--- config.mk ---
export PLATFORM = sky130hd
export DESIGN_NAME = wf_skip_sched
export DESIGN_NICKNAME = d
export VERILOG_FILES = /design/src/rtl/wfs_pkg.sv /design/src/rtl/wfs_geometry.sv /design/src/rtl/wfs_lane_filter.sv /design/src/rtl/wfs_flag_store.sv /design/src/rtl/wfs_next_pick.sv /design/src/rtl/wf_skip_sched.sv
export SDC_FILE = /design/constraint.sdc
export NUM_CORES = 1
export LEC_CHECK = 0
export BUFFER_PORTS_ARGS = -buffer_cell sky130_fd_sc_hd__buf_2
export CAP_MARGIN = 30
export CORE_MARGIN = 2
export CORE_UTILIZATION = 30
export DETAILED_ROUTE_END_ITERATION = 12
export PLACE_DENSITY_LB_ADDON = 0.12
export SLEW_MARGIN = 15
export SYNTH_ARGS = -nofsm -noshare
export SYNTH_HDL_FRONTEND = slang
export SYNTH_SLANG_ARGS = --single-unit
--- constraint.sdc ---
create_clock -name clk -period 4.5 [get_ports clk]
set_clock_uncertainty 0.1 [all_clocks]
set_input_delay 1.35 -clock clk [delete_from_list [all_inputs] [get_ports clk]]
set_output_delay 1.35 -clock clk [all_outputs]
set_load 0.1 [all_outputs]
--- src/rtl/wfs_pkg.sv ---
package wfs_pkg;
    typedef enum logic [1:0] {
        S_IDLE    = 2'd0,
        S_ANALYSE = 2'd1,
        S_ISSUE   = 2'd2
    } sched_state_e;
endpackage

--- src/rtl/wfs_geometry.sv ---
module wfs_geometry #(
    parameter int LANES  = 8,
    parameter int MAX_WF = 64,
    parameter int LEN_W  = 10,
    parameter int CNT_W  = 7,
    parameter int LANE_W = 3
) (
    input  logic [LEN_W-1:0]  len,
    output logic [CNT_W-1:0]  wf_count,
    output logic [LANE_W-1:0] tail_lanes
);
    localparam int CAP   = MAX_WF * LANES;
    localparam int WIDE  = LEN_W + 2;

    logic [WIDE-1:0] clamped;
    logic [WIDE-1:0] rounded;

    always_comb begin
        if (WIDE'(len) > WIDE'(CAP)) begin
            clamped = WIDE'(CAP);
        end else begin
            clamped = WIDE'(len);
        end
        rounded    = (clamped + WIDE'(LANES - 1)) >> LANE_W;
        wf_count   = rounded[CNT_W-1:0];
        tail_lanes = clamped[LANE_W-1:0];
    end
endmodule

--- src/rtl/wfs_lane_filter.sv ---
module wfs_lane_filter #(
    parameter int LANES  = 8,
    parameter int LANE_W = 3
) (
    input  logic [LANES-1:0]  mask,
    input  logic              is_last,
    input  logic [LANE_W-1:0] tail_lanes,
    output logic              any_active
);
    logic [LANES-1:0] lane_ok;

    generate
        for (genvar g = 0; g < LANES; g++) begin : g_lane
            assign lane_ok[g] = !is_last || (tail_lanes == '0) ||
                                (LANE_W'(g) < tail_lanes);
        end
    endgenerate

    assign any_active = |(mask & lane_ok);
endmodule

--- src/rtl/wfs_flag_store.sv ---
module wfs_flag_store #(
    parameter int MAX_WF = 64,
    parameter int IDX_W  = 6
) (
    input  logic              clk,
    input  logic              rst_n,
    input  logic              clear,
    input  logic              set_en,
    input  logic [IDX_W-1:0]  set_idx,
    input  logic              set_val,
    output logic [MAX_WF-1:0] flags
);
    generate
        for (genvar g = 0; g < MAX_WF; g++) begin : g_flag
            always_ff @(posedge clk or negedge rst_n) begin
                if (!rst_n) begin
                    flags[g] <= 1'b0;
                end else if (clear) begin
                    flags[g] <= 1'b0;
                end else if (set_en && (set_idx == IDX_W'(g))) begin
                    flags[g] <= set_val;
                end
            end
        end
    endgenerate

    AST_CLEAR_EMPTIES: assert property (@(posedge clk) disable iff (!rst_n)
        clear |=> (flags == '0));
endmodule

--- src/rtl/wfs_next_pick.sv ---
module wfs_next_pick #(
    parameter int MAX_WF = 64,
    parameter int IDX_W  = 6,
    parameter int CNT_W  = 7
) (
    input  logic [MAX_WF-1:0] flags,
    input  logic [CNT_W-1:0]  cursor,
    output logic              found,
    output logic [IDX_W-1:0]  idx
);
    logic [MAX_WF-1:0] eligible;

    generate
        for (genvar g = 0; g < MAX_WF; g++) begin : g_elig
            assign eligible[g] = flags[g] && (CNT_W'(g) >= cursor);
        end
    endgenerate

    always_comb begin
        found = 1'b0;
        idx   = '0;
        for (int i = MAX_WF - 1; i >= 0; i--) begin
            if (eligible[i]) begin
                found = 1'b1;
                idx   = IDX_W'(i);
            end
        end
    end
endmodule

--- src/rtl/wf_skip_sched.sv ---
module wf_skip_sched #(
    parameter int LANES  = 8,
    parameter int MAX_WF = 64,
    parameter int LEN_W  = $clog2(MAX_WF * LANES + 1),
    parameter int IDX_W  = $clog2(MAX_WF)
) (
    input  logic              clk,
    input  logic              rst_n,
    input  logic              ana_req,
    input  logic [LEN_W-1:0]  ana_len,
    input  logic              mask_valid,
    input  logic [LANES-1:0]  mask_bits,
    output logic              ana_active,
    input  logic              iss_req,
    output logic              wf_valid,
    output logic [IDX_W-1:0]  wf_idx,
    output logic              sched_done
);
    import wfs_pkg::*;

    localparam int CNT_W  = $clog2(MAX_WF + 1);
    localparam int LANE_W = $clog2(LANES);

    sched_state_e      state_q, state_d;
    logic [CNT_W-1:0]  nwf_q;
    logic [LANE_W-1:0] tail_q;
    logic [CNT_W-1:0]  beat_q;
    logic [CNT_W-1:0]  cursor_q;

    logic [CNT_W-1:0]  geo_count;
    logic [LANE_W-1:0] geo_tail;
    logic [MAX_WF-1:0] flag_vec;
    logic              pick_found;
    logic [IDX_W-1:0]  pick_idx;
    logic              beat_any;
    logic              beat_is_last;
    logic              accept_ana;
    logic              accept_iss;
    logic              beat_take;

    assign accept_ana   = (state_q == S_IDLE) && ana_req;
    assign accept_iss   = (state_q == S_IDLE) && !ana_req && iss_req;
    assign beat_take    = (state_q == S_ANALYSE) && mask_valid;
    assign beat_is_last = (beat_q == (nwf_q - CNT_W'(1)));

    wfs_geometry #(
        .LANES(LANES), .MAX_WF(MAX_WF), .LEN_W(LEN_W),
        .CNT_W(CNT_W), .LANE_W(LANE_W)
    ) u_geo (
        .len        (ana_len),
        .wf_count   (geo_count),
        .tail_lanes (geo_tail)
    );

    wfs_lane_filter #(.LANES(LANES), .LANE_W(LANE_W)) u_filter (
        .mask       (mask_bits),
        .is_last    (beat_is_last),
        .tail_lanes (tail_q),
        .any_active (beat_any)
    );

    wfs_flag_store #(.MAX_WF(MAX_WF), .IDX_W(IDX_W)) u_store (
        .clk     (clk),
        .rst_n   (rst_n),
        .clear   (accept_ana),
        .set_en  (beat_take),
        .set_idx (beat_q[IDX_W-1:0]),
        .set_val (beat_any),
        .flags   (flag_vec)
    );

    wfs_next_pick #(.MAX_WF(MAX_WF), .IDX_W(IDX_W), .CNT_W(CNT_W)) u_pick (
        .flags  (flag_vec),
        .cursor (cursor_q),
        .found  (pick_found),
        .idx    (pick_idx)
    );

    // Next-state decision
    always_comb begin
        state_d = state_q;
        unique case (state_q)
            S_IDLE: begin
                if (ana_req) begin
                    state_d = (geo_count == '0) ? S_IDLE : S_ANALYSE;
                end else if (iss_req) begin
                    state_d = S_ISSUE;
                end
            end
            S_ANALYSE: begin
                if (mask_valid && beat_is_last) begin
                    state_d = S_IDLE;
                end
            end
            S_ISSUE: begin
                if (!pick_found) begin
                    state_d = S_IDLE;
                end
            end
            default: state_d = S_IDLE;
        endcase
    end

    // State and bookkeeping registers
    always_ff @(posedge clk or negedge rst_n) begin
        if (!rst_n) begin
            state_q  <= S_IDLE;
            nwf_q    <= '0;
            tail_q   <= '0;
            beat_q   <= '0;
            cursor_q <= '0;
        end else begin
            state_q <= state_d;
            if (accept_ana) begin
                nwf_q  <= geo_count;
                tail_q <= geo_tail;
                beat_q <= '0;
            end else if (beat_take) begin
                beat_q <= beat_q + CNT_W'(1);
            end
            if (accept_iss) begin
                cursor_q <= '0;
            end else if ((state_q == S_ISSUE) && pick_found) begin
                cursor_q <= CNT_W'(pick_idx) + CNT_W'(1);
            end
        end
    end

    // Outputs
    always_comb begin
        ana_active = 1'b0;
        wf_valid   = 1'b0;
        sched_done = 1'b0;
        wf_idx     = pick_idx;
        unique case (state_q)
            S_IDLE:    ;
            S_ANALYSE: ana_active = 1'b1;
            S_ISSUE: begin
                wf_valid   = pick_found;
                sched_done = !pick_found;
            end
            default: ;
        endcase
    end

    AST_IDX_BELOW_COUNT: assert property (@(posedge clk) disable iff (!rst_n)
        wf_valid |-> (CNT_W'(wf_idx) < nwf_q));
    AST_ISSUE_RISES: assert property (@(posedge clk) disable iff (!rst_n)
        (wf_valid && $past(wf_valid)) |-> (wf_idx > $past(wf_idx)));
    AST_PICK_IS_SET: assert property (@(posedge clk) disable iff (!rst_n)
        wf_valid |-> flag_vec[wf_idx]);
    AST_DONE_SINGLE: assert property (@(posedge clk) disable iff (!rst_n)
        sched_done |=> (!sched_done && !wf_valid));
    AST_FLAGS_HELD_IN_ISSUE: assert property (@(posedge clk) disable iff (!rst_n)
        (state_q == S_ISSUE) |=> $stable(flag_vec));
    AST_ACTIVE_ENDS: assert property (@(posedge clk) disable iff (!rst_n)
        (ana_active && mask_valid && beat_is_last) |=> !ana_active);
endmodule

Word level (Yosys, flattened, before mapping). Index checks and enable logic that the tools add are counted. W data, S select, Z words.

Register bits: 90. Bits of input ports: 23. Output and inout bits: 9. Word-level logic and storage cells: 704.

Add/sub/neg operators: 4. Magnitude comparators: 73. Eq/ne operators: 69. Multiplexer cells: 270. Bitwise logic cells: 1. Reductions and logical operators: 218.

Operator list (number): $mux W6 (64); $ge A6 B7 Y1 const A (32); $mux W1 (196); $eq A6 B6 Y1 const B (32); $logic_and A1 B1 Y1 (134); $reduce_bool A2 Y1 (66); $ge A5 B7 Y1 const A (16); $eq A6 B5 Y1 const B (16); $ge A4 B7 Y1 const A (8); $eq A6 B4 Y1 const B (8); $ge A3 B7 Y1 const A (4); $mux W7 (4); $eq A6 B3 Y1 const B (4); $ge A1 B7 Y1 const A (2); $ge A2 B7 Y1 const A (2); $eq A6 B2 Y1 const B (2); $lt A3 B3 Y1 const A (4); $add A10 B3 Y10 const B (1); $gt A10 B10 Y1 const B (1); $mux W10 (1); $logic_or A1 B1 Y1 (9); $and A8 B8 Y8 (1); $mux W2 (4); $reduce_or A8 Y1 (1); 19 further kinds (23).

Longest topological paths before layout. Gate-level depths: netlist of run 1.

Depth after elaboration: 69. Gate-level depth with buffers: 16. Mapped depth without buffers: 12.

Hierarchy. A second synthesis of run 1 with hierarchy kept.

Cells, all modules: 809. Area, all modules: 7160.6 µm².

By module, submodules not included: wfs_flag_store (times used 1, cells an instance 302, area an instance 3241.9 µm², sequential area each 1601.5 µm²); wfs_next_pick (times used 1, cells an instance 338, area an instance 2272.2 µm², sequential area each 0.0 µm²); wf_skip_sched (times used 1, cells an instance 126, area an instance 1337.5 µm², sequential area each 650.6 µm²); wfs_geometry (times used 1, cells an instance 29, area an instance 207.7 µm², sequential area each 0.0 µm²); wfs_lane_filter (times used 1, cells an instance 14, area an instance 101.3 µm², sequential area each 0.0 µm²).

Least setup slack after synthesis of run 1. No wires, ideal clock.

Path type: register to output. Start: register cursor_q[1]. End: output wf_idx[0]. Arrival: 3.970 ns. Data required time: 3.050 ns. Slack: -0.920 ns. Cell stages (with the launch flop): 10. Path buffers: 2. Path through: dfrtp_1 buf_2 buf_2 nand4_1 and2_0 o21ai_0 a21oi_1 o311ai_1 a211oi_1 nor3_1.

Word-level cells in the longest chain between the ends: 66. Elaborated cells on any way between the ends: 192. Those cells by class: order compare: 64; mux: 64; reduce/logical: 64.

RTL lines: start, declared (line wf_skip_sched.sv:28) `logic [CNT_W-1:0] cursor_q;`; start signal, assigned (line wf_skip_sched.sv:124) `cursor_q <= CNT_W'(pick_idx) + CNT_W'(1);`; $ge A6 B7 Y1 (line wfs_next_pick.sv:15) `assign eligible[g] = flags[g] && (CNT_W'(g) >= cursor);`; $logic_and A1 B1 Y1 (line wfs_next_pick.sv:15); $mux W6 (63 in series) (line wfs_next_pick.sv:23) `if (eligible[i]) begin`; $mux W6 * (line wfs_next_pick.sv:23); end, declared (line wf_skip_sched.sv:16) `output logic [IDX_W-1:0] wf_idx,`.

Every way passes the cells marked *; elsewhere a longest branch is shown, timed or not.

Final worst setup path of run 1.
Start: register cursor_q[2]. End: output wf_idx[0].

The elaborated chain is that of the path after synthesis.

==> flow_metrics.tcl, run 1 <==
set metrics [dict create \
    status "finished, final reports clean" \
    fin_setup_tns_ps 0 \
    end_kind "output port" \
    ff2ff_path_depth 16 \
    worst_setup_path_start_kind "flop" \
    rows 55 \
    dp.cells 1115 \
    grt_usage_pct 21.76 \
    hpwl_um 19400 \
    stdcell_area_um2 8133 \
    slew_headroom_pct 51.97 \
    cts_buffers 9 \
    cp_max_fo 23 \
    fin_util_pct 36.03 \
    clkPwrFrac_pct 17.9 \
    dieArea_um2 24200 \
    start_util_pct 30.53 \
    postSynthNetCount 862 \
    reg2reg_to "cursor_q[4]" \
    vias 7021 \
    seqPwrFrac_pct 26.6 \
    drive_gt1_share_pct 19.72 \
    cts_buffer_depth 2 \
    syn_avg_cell_area_um2 8.273 \
    synth_seq_cells 90 \
    synth-main-ff-cell "dfrtp_1" \
    fin_crit_sh_pct 98.68 \
    p_leak_nw 3.025 \
    ant_nets 0 \
    netlist_area_um2 6892 \
    finalWirelength_um 26640 \
    htree_levels 3 \
    area_growth_pct 18.01 \
    ios 32 \
    yosysSeqAreaShare_pct 32.68 \
    grt_first_pass_wirelength_um 40000 \
    cts-root-buf "clkbuf_16" \
    post-place-ws_ps 80.22 \
    worstMarginPinSlew_ps 720.5 \
    drc_errors 0 \
    slowest_delay_ps 430 \
    cp_slowest_cell "dfrtp_2" \
    antenna_found_initial 1 \
    hp-class "flop to flop" \
    slew_violations 0 \
    synthCells 833 \
    drt_iter0_markers 870 \
    cap_violations 0 \
    finalNonFillerCells 1137 \
    grt_overflow 0 \
    cts_tree "done" \
    vdd_drop_max_mv 0.3714 \
    firstDrtPassIters 6 \
    p_switching_mw 1.944 \
    synth_edf_count 0 \
    place_congestion 1.001 \
    dpl_cell_area_um2 7571 \
    r2r_setup_slack_ps 760 \
    hold_end "nwf_q[6]" \
    yosysWarnings 0 \
    clkSinkCount 90 \
    drt-wirelength-per-cell_um 23.43 \
    synthArstFlopShare_pct 100.0 \
    pwr-share-comb_pct 55.5 \
    power_mw 4.035 \
    fin_ws_ps 59.28 \
    worstSetupPathType "flop to output port" \
    hold_depth 2 \
    rsz0062_at_grt "true" \
    fmax_mhz 225.2 \
    finalHoldViolations 0 \
    r2r_start "cursor_q[2]" \
    clock_latency_ps 360 \
    swShare_pct 48.17 \
    arrival_ps 2990 \
    clk_pin_slew_worst_paths_ps 70 \
    holdWs_ps 420.0 \
    synth_cell_type_count 82 \
    worstHoldStart "nwf_q[6]" \
    fill_cells 2342 \
    vias_per_cell 6.175 \
    n_antenna_cell 0 \
    required_ps 3050 \
    nets 876 \
    grt_pass1_vias 6447 \
    setup_viol 0 \
    power-per-cell-area_nw_per_um2 496.1 \
    internal_power_mw 2.091 \
    grt_max_degree 91 \
    die-height_um 155.6 \
    io_buffer_count 31 \
    period_minus_slack_ps 4441 \
    worstPathCellList "buf_12 -> inv_2 -> buf_4 -> a211o_1 -> a32oi_1 -> o221ai_1 -> a211oi_1 -> a211oi_2 -> buf_4 -> nor3_4 -> buf_12" \
    die_x_um 155.6 \
    core_um2 22570 \
]
==> worst max-delay path, delay by kind of cell (launching register included) <==
family / cells / cell delay, ps
AOI/OAI and AO/OA: 5 / 1140
buffers and inverters: 5 / 830
DFF: 1 / 430
and+or+nand+nor: 1 / 210
==> registers in the layout, summed over array words and instances, names as in the netlist <==
| register | count |
|---|---|
| state_q | 2 |
| tail_q | 3 |
| u_store.flags | 64 |
| cursor_q | 7 |
| nwf_q | 7 |
| beat_q | 7 |
==> cell type report <==
cell class                 count  area [um^2]  share of cell area (%)
timing repair buffer          83        762.0                   9.369
clock inverter                 5        40.04                  0.4923
clock buffer                  11        232.7                   2.862
inverter                      27        105.1                   1.292
tap                          285        356.6                   4.385
sequential                    90         2256                   27.74
multi-input combinational    636         4380                   53.86
==> synthesized netlist by cell type, drive strengths merged, types with 4 or more instances <==
| cell | number | area share, % |
|---|---|---|
| or2 | 9 | 0.82 |
| nand3 | 21 | 1.7 |
| xnor2 | 17 | 2.2 |
| a221oi | 5 | 0.64 |
| o22ai | 13 | 1.3 |
| a2bb2oi | 4 | 0.51 |
| nor3b | 5 | 0.54 |
| nor2b | 14 | 1.3 |
| nor3 | 14 | 1.1 |
| a311oi | 67 | 8.5 |
| a22oi | 7 | 0.76 |
| a41oi | 5 | 0.64 |
| dfrtp | 90 | 33 |
| inv | 27 | 1.5 |
| a211oi | 6 | 0.73 |
| a21oi | 102 | 7.6 |
| nand2b | 10 | 0.91 |
| buf | 34 | 3.0 |
| nand4 | 7 | 0.64 |
| and2 | 16 | 1.5 |
| o221ai | 6 | 0.76 |
| nand3b | 7 | 0.76 |
| o311ai | 11 | 1.5 |
| and3 | 15 | 1.4 |
| o21ai | 57 | 4.2 |
| nand2 | 54 | 3.0 |
| o211ai | 21 | 2.4 |
| nor2 | 46 | 2.5 |
| xor2 | 7 | 0.89 |
| o21a | 11 | 1.2 |
| a22o | 6 | 0.76 |
| nor4 | 6 | 0.85 |
| ha | 6 | 1.1 |
| a21boi | 4 | 0.49 |
| a31oi | 12 | 1.1 |
| clkbuf | 46 | 2.5 |
| a32oi | 4 | 0.51 |
==> power by group through the flow <==
| stage | Clock [mW] | Sequential (mW) | Combinational (mW) |
|---|---|---|---|
| 3_3_place_gp | 0 | 1.07 | 2.08 |
| 6_report | 0.722 | 1.07 | 2.24 |
| 2_1_floorplan | 0 | 1.01 | 1.44 |
| 3_5_place_dp | 0 | 1.07 | 2.10 |
| 5_1_grt | 0.782 | 1.09 | 2.41 |
| 4_1_cts | 0.741 | 1.06 | 2.12 |
==> worst max-delay path by stage <==
stage / from / to / slack [ps] / cells past startpoint
6_report: cursor_q[2] / wf_idx[0] / 60 / 11
5_1_grt: cursor_q[0] / wf_idx[3] / -20 / 9
4_1_cts: cursor_q[1] / wf_valid / -40 / 10
3_5_place_dp: cursor_q[0] / wf_valid / 80 / 9
3_3_place_gp: cursor_q[1] / wf_valid / 60 / 9
2_1_floorplan: cursor_q[1] / wf_idx[0] / 30 / 9
==> cell usage in the layout (no fill, tap or decap), types with 15 or more instances in the layout <==
| master | synthesis | layout |
|---|---|---|
| a21oi_1 | 99 | 97 |
| a311oi_1 | 67 | 65 |
| and3_1 | 15 | 15 |
| buf_2 | 14 | 23 |
| buf_4 | 11 | 42 |
| dfrtp_1 | 90 | 87 |
| inv_1 | 22 | 21 |
| nand2_1 | 52 | 52 |
| nand3_1 | 20 | 20 |
| nor2_1 | 46 | 44 |
| o211ai_1 | 20 | 20 |
| o21ai_0 | 46 | 38 |
| o21ai_1 | 10 | 15 |
| xnor2_1 | 17 | 17 |
==> per-layer routing <==
layer | wire (um) | track usage, %
met2 | 12280 | 34.24
met1 | 12020 | 30.44
met5 | 0 | 0
met4 | 643 | 6.597
met3 | 1704 | 3.972
==> what timing repair did <==
| action | 4_1_cts | 5_1_grt |
|---|---|---|
| endpoints found under the setup margin | 6 | 8 |
| pin swaps | 0 | 4 |
| hold buffers | 0 | 0 |
| gates resized for setup | 10 | 43 |
| setup buffers | 0 | 5 |
| gates cloned | 0 | 1 |
| endpoints found under the hold margin | 0 | 0 |
==> cell families (layout without fill, tap and decap cells) <==
family,Yosys count,count (layout),share of synthesized area [%]
AOI/OAI and AO/OA,375,375,38.33
buffers and inverters,107,126,7.008
and+or+nand+nor,230,230,17.70
adders and majority gates,7,7,1.235
DFF,90,90,32.68
xor gates and xnor gates,24,24,3.050
Power figures use the tool's default switching activity.
==> run 2: changes to the inputs <==
--- a/config.mk
+++ b/config.mk
@@ -10,6 +10,7 @@
 export CORE_MARGIN = 2
 export CORE_UTILIZATION = 30
 export DETAILED_ROUTE_END_ITERATION = 12
+export GPL_TIMING_DRIVEN = 0
 export PLACE_DENSITY_LB_ADDON = 0.12
 export SLEW_MARGIN = 15
 export SYNTH_ARGS = -nofsm -noshare
==> run 2 against run 1 <==
Net effect:
- total power up 6.6%
- critical path depth decreased by 1
- hold slack gained 28 ps
- cell count up 5.4%
- sequential power about the same
- largest cell class unchanged
- flip-flop and latch count stayed put
- final area up 4.9%
- clock power grew 12%
- fmax grew 0.26%
==> flow_metrics.tcl, run 2 (synthesized netlist as in run 1, its figures left out) <==
set metrics [dict create \
    dpl_cell_area_um2 7456 \
    worstMarginPinSlew_ps 1009 \
    grt_pass1_vias 6996 \
    drt_iter0_markers 812 \
    worstPathCellList "buf_4 -> clkinvlp_4 -> o311ai_4 -> and3_4 -> a41oi_1 -> a211oi_2 -> a211oi_2 -> buf_4 -> nor3_4 -> buf_12" \
    io_buffer_count 31 \
    ant_nets 0 \
    cp_slowest_cell "o311ai_4" \
    start_util_pct 30.53 \
    cts_buffer_depth 2 \
    slew_headroom_pct 32.47 \
    die-height_um 155.6 \
    setup_viol 0 \
    vias_per_cell 6.228 \
    place_congestion 0.9506 \
    vdd_drop_max_mv 0.3565 \
    fmax_mhz 225.8 \
    power-per-cell-area_nw_per_um2 504.6 \
    core_um2 22570 \
    p_switching_mw 2.078 \
    grt_first_pass_wirelength_um 43110 \
    grt_use_met1_pct 31.87 \
    ios 32 \
    pwr-share-comb_pct 56.6 \
    drt-wirelength-per-cell_um 23.99 \
    power_mw 4.303 \
    finalWirelength_um 28740 \
    firstDrtPassIters 5 \
    slew_violations 0 \
    swShare_pct 48.29 \
    largest_reg_flops 64 \
    clkSinkCount 90 \
    clk_pin_slew_worst_paths_ps 80 \
    nets 937 \
    cts_hold_buf 0 \
    hp-class "flop to flop" \
    arrival_ps 2980 \
    cp_max_fo 10 \
    dieArea_um2 24200 \
    crit_family "compound AO/OA/AOI/OAI gates" \
    fin_ws_ps 70.93 \
    drc_errors 0 \
    required_ps 3050 \
    finalHoldViolations 0 \
    largest-register "u_store.flags" \
    clkPwrFrac_pct 18.8 \
    area_growth_pct 23.75 \
    internal_power_mw 2.225 \
    grtUsageMet3_pct 4.528 \
    die_x_um 155.6 \
    period_minus_slack_ps 4429 \
    fin_util_pct 37.78 \
    post-place-ws_ps -453.5 \
    fin_crit_sh_pct 98.42 \
    use_met2_pct 35.59 \
    grt-busiest-layer "met2" \
    seqPwrFrac_pct 24.6 \
    worst_setup_path_start_kind "flop" \
    grt_overflow 0 \
    cts_tree "done" \
    grt_usage_pct 23.53 \
    p_leak_nw 3.174 \
    slowest_delay_ps 370 \
    clock_latency_ps 360 \
    status "finished, final reports clean" \
    holdWs_ps 447.8 \
    rsz0062_at_grt "true" \
    end_kind "output port" \
    vias 7461 \
    stdcell_area_um2 8528 \
    layout_common_cells "94 x a21oi_1, 87 x dfrtp_1, 65 x a311oi_1, 52 x nand2_1, 43 x nor2_1" \
    n_antenna_cell 0 \
    worstSetupPathType "flop to output port" \
    cap_violations 0 \
    grt_max_degree 77 \
    drive_gt1_share_pct 21.47 \
    cts-root-buf "clkbuf_16" \
    final_common_cell "a21oi_1" \
    cts_buffers 9 \
    antenna_found_initial 0 \
    critPathBufInv 4 \
    hpwl_um 21040 \
    htree_levels 3 \
    rows 55 \
]
==> run 2: worst register-to-register path: stages (launching register included) <==
cell,delay [ps]
dfrtp_1,430
inv_1,100
ha_1,140
clkbuf_1,250
o21ai_0,190
o32ai_1,290
a32oi_1,80
o21ai_0,170
nand3_1,170
o32a_1,220
nor3_2,680
clkbuf_1,500
a311oi_1,180
==> run 2: cell type report <==
type / instances / area (um^2)
well taps: 285 / 356.6
inverters: 27 / 111.4
repair buffers: 65 / 545.5
clock inverters: 6 / 71.32
flip-flops and latches: 90 / 2256
multi-input cells: 636 / 4478
clock buffers: 10 / 229.0
plain buffers: 79 / 480.5
fillers: 2348 / 14040
==> run 2: what timing repair did <==
action                                  in CTS  in global routing
cloned                                       0                  1
endpoints found under the setup margin       8                  8
buffers inserted                            11                 19
gates resized for setup                     68                 68
pin swaps                                   10                 20
==> run 2: metrics by stage <==
step	cells	TNS [ps]
2_1_floorplan	833	0
3_3_place_gp	1149	-2278
3_5_place_dp	1152	-2043
4_1_cts	1179	-107.4
5_1_grt	1198	-122.2
6_report	1198	0
==> run 2: routing by layer <==
layer	up-vias	wire length [um]
met1	3665	12580
met5	-	0
met2	322	12970
met3	78	1980
li1	3396	-
met4	0	1211
==> run 2: power groups by stage <==
stage | Sequential [mW] | Combinational (mW) | Clock [mW]
after floorplan | 1.01 | 1.44 | 0
after global placement | 1.07 | 1.97 | 0
after detailed placement | 1.07 | 1.97 | 0
after CTS | 1.05 | 2.15 | 0.824
after global routing | 1.07 | 2.60 | 0.853
final | 1.06 | 2.44 | 0.809
==> run 2: path summary, 6_finish.rpt <==
path                                           to  slack, ps   startpoint  cells past startpoint
max in group asynchronous       u_store.flags[10]       2910        rst_n                      2
worst max-delay path                    wf_idx[0]         70  cursor_q[4]                     10
min in group asynchronous             cursor_q[6]        730        rst_n                      1
worst min-delay path                     nwf_q[6]        450     nwf_q[6]                      2
worst min register to register           nwf_q[6]        450     nwf_q[6]                      2
worst max register to register  u_store.flags[17]        850     nwf_q[0]                     12
==> run 3: changes to the inputs <==
==> constraint.sdc (replaced) <==
create_clock -name clk -period 4.5 [get_ports clk]
set_clock_uncertainty 0.1 [all_clocks]
set_input_delay 1.35 -clock clk [delete_from_list [all_inputs] [get_ports clk]]
set_output_delay 1.35 -clock clk [all_outputs]
set_load 0.05 [all_outputs]
==> run 3 against run 2 <==
Net effect:
- the flow now finishes with violations (setup timing)
- first-iteration DRC count is 8.7% lower
- routed wire length is 1.6% lower
- global-route usage is 0.25 points lower
- critical path depth is 1 lower
- critical endpoint is now wf_idx[3]
- largest cell class unchanged
- non-clock buffer count is 7 lower
- clock-buffer cell count stayed put
- sequential power hardly changed
==> flow_metrics.tcl, run 3 (synthesized netlist as in run 1, its figures left out) <==
set metrics [dict create \
    grt_max_degree 76 \
    rows 55 \
    ant_nets 0 \
    rsz0062_at_grt "true" \
    cts_hold_buf 0 \
    worst_setup_path_start_kind "flop" \
    finalHoldViolations 0 \
    holdWs_ps 422.2 \
    antenna_found_initial 0 \
    htree_levels 3 \
    r2r_setup_slack_ps 830 \
    drt_iter0_markers 741 \
    dieArea_um2 24200 \
    hp-class "flop to flop" \
    finalWirelength_um 28270 \
    vias 7313 \
    reg2reg_to "cursor_q[4]" \
    slowest_delay_ps 500 \
    worstSetupPathType "flop to output port" \
    largest_reg_flops 64 \
    worstPathCellList "buf_6 -> o311ai_2 -> a222oi_1 -> o211ai_1 -> nor2_2 -> a21boi_1 -> a211o_2 -> inv_1 -> clkbuf_4" \
    fin_util_pct 37.05 \
    clk_pin_slew_worst_paths_ps 80 \
    cts_tree "done" \
    ios 32 \
    nets 930 \
    setup_viol 1 \
    cp_num_cells 9 \
    io_buffer_count 31 \
    status "finished with violations" \
    final_common_cell "a21oi_1" \
    hold_end "nwf_q[6]" \
    finalNonFillerCells 1191 \
    die-height_um 155.6 \
    largest-register "u_store.flags" \
    multi_input_area_um2 4509 \
    firstDrtPassIters 5 \
    dp.cells 1152 \
    end_kind "output port" \
    cts_buffers 9 \
    worstMarginPinSlew_ps 995.3 \
    cap_violations 0 \
    n_antenna_cell 0 \
    vdd_drop_max_mv 0.3448 \
    area_growth_pct 21.35 \
    stdcell_area_um2 8363 \
    power-per-cell-area_nw_per_um2 475.9 \
    fin_setup_tns_ps -9.588 \
    arrival_ps 3060 \
    grt_pass1_vias 6964 \
    dpl_cell_area_um2 7450 \
    fmax_mhz 221.8 \
    drt-wirelength-per-cell_um 23.74 \
    cts_buffer_depth 2 \
    slew_violations 0 \
    hpwl_um 20990 \
    fill_cells 2376 \
    vias_per_cell 6.140 \
    violations "setup timing" \
    ff2ff_path_depth 15 \
    final-seq-area_um2 2255 \
    critPathBufInv 3 \
    grt_overflow 0 \
    cp_slowest_cell "o211ai_1" \
    fin_ws_ps -9.588 \
    grt_first_pass_wirelength_um 42860 \
    hold_depth 2 \
    place_congestion 0.9489 \
    grt_usage_pct 23.28 \
    worstHoldStart "nwf_q[6]" \
    drc_errors 0 \
    cts-root-buf "clkbuf_16" \
    crit_family "compound AO/OA/AOI/OAI gates" \
    required_ps 3050 \
    r2r_start "cursor_q[4]" \
    start_util_pct 30.53 \
    core_um2 22570 \
    layout_common_cells "92 x a21oi_1, 88 x dfrtp_1, 65 x a311oi_1, 52 x nand2_1" \
    period_minus_slack_ps 4510 \
    drive_gt1_share_pct 21.08 \
    clock_latency_ps 360 \
    slew_headroom_pct 33.40 \
    p_leak_nw 3.102 \
    die_x_um 155.6 \
    fin_crit_sh_pct 100.2 \
    cp_max_fo 10 \
    clkSinkCount 90 \
]
run 3: changes by cell type in the layout (fill, tap and decap cells not counted), sizes merged:
| cell | previous run | this run |
|---|---|---|
| buf | 98 | 88 |
| clkbuf | 56 | 59 |
run 3: cell type report:
cell class,count,area share [%]
Buffer,79,5.206
Clock buffer,10,2.738
Clock inverter,6,0.8528
Inverter,27,1.302
Multi-Input combinational cell,636,53.92
Sequential cell,90,26.96
Tap cell,285,4.264
Timing Repair Buffer,58,4.758
run 3: per-layer routing:
| layer | GRT usage, % | routed length, um | up-vias |
|---|---|---|---|
| li1 | - | - | 3371 |
| met1 | 32.26 | 12700 | 3582 |
| met2 | 37.04 | 13040 | 297 |
| met3 | 3.306 | 1669 | 63 |
| met4 | 8.432 | 864 | 0 |
| met5 | 0 | 0 | - |
run 3: how the worst max path moves through the flow:
stage	startpoint	slack [ps]	endpoint
after floorplan	cursor_q[1]	70	wf_idx[0]
after global placement	cursor_q[1]	-510	wf_idx[0]
after detailed placement	cursor_q[1]	-440	wf_idx[0]
after CTS	cursor_q[0]	-20	wf_idx[3]
after global routing	cursor_q[0]	-40	wf_idx[3]
final	cursor_q[0]	-10	wf_idx[3]
run 3: power breakdown:
| part | internal, mW | total, mW | switching [mW] |
|---|---|---|---|
| logic | 0.753 | 2.12 | 1.37 |
| clock network | 0.439 | 0.806 | 0.367 |
| registers | 0.910 | 1.05 | 0.145 |
run 3: stage by stage:
step                      total power, mW  setup slack (ps)
after floorplan                     2.313             68.82
after global placement              2.898            -512.8
after detailed placement            2.903            -435.3
after CTS                           3.888            -17.93
after global routing                4.218            -39.96
final                               3.980            -9.588
run 3: tightest hold or removal path: cells and delay by family, from the launching register on:
family,cells,cell delay (ps)
AND/OR/NAND/NOR,1,50
AO/OA/AOI/OAI,1,60
flip-flops,1,370
run 3: timing repair:
action,in CTS,in global routing
gates resized for setup,54,55
hold endpoints to repair,0,0
endpoints found under the setup margin,8,8
pin swaps,15,16
setup buffers,12,12
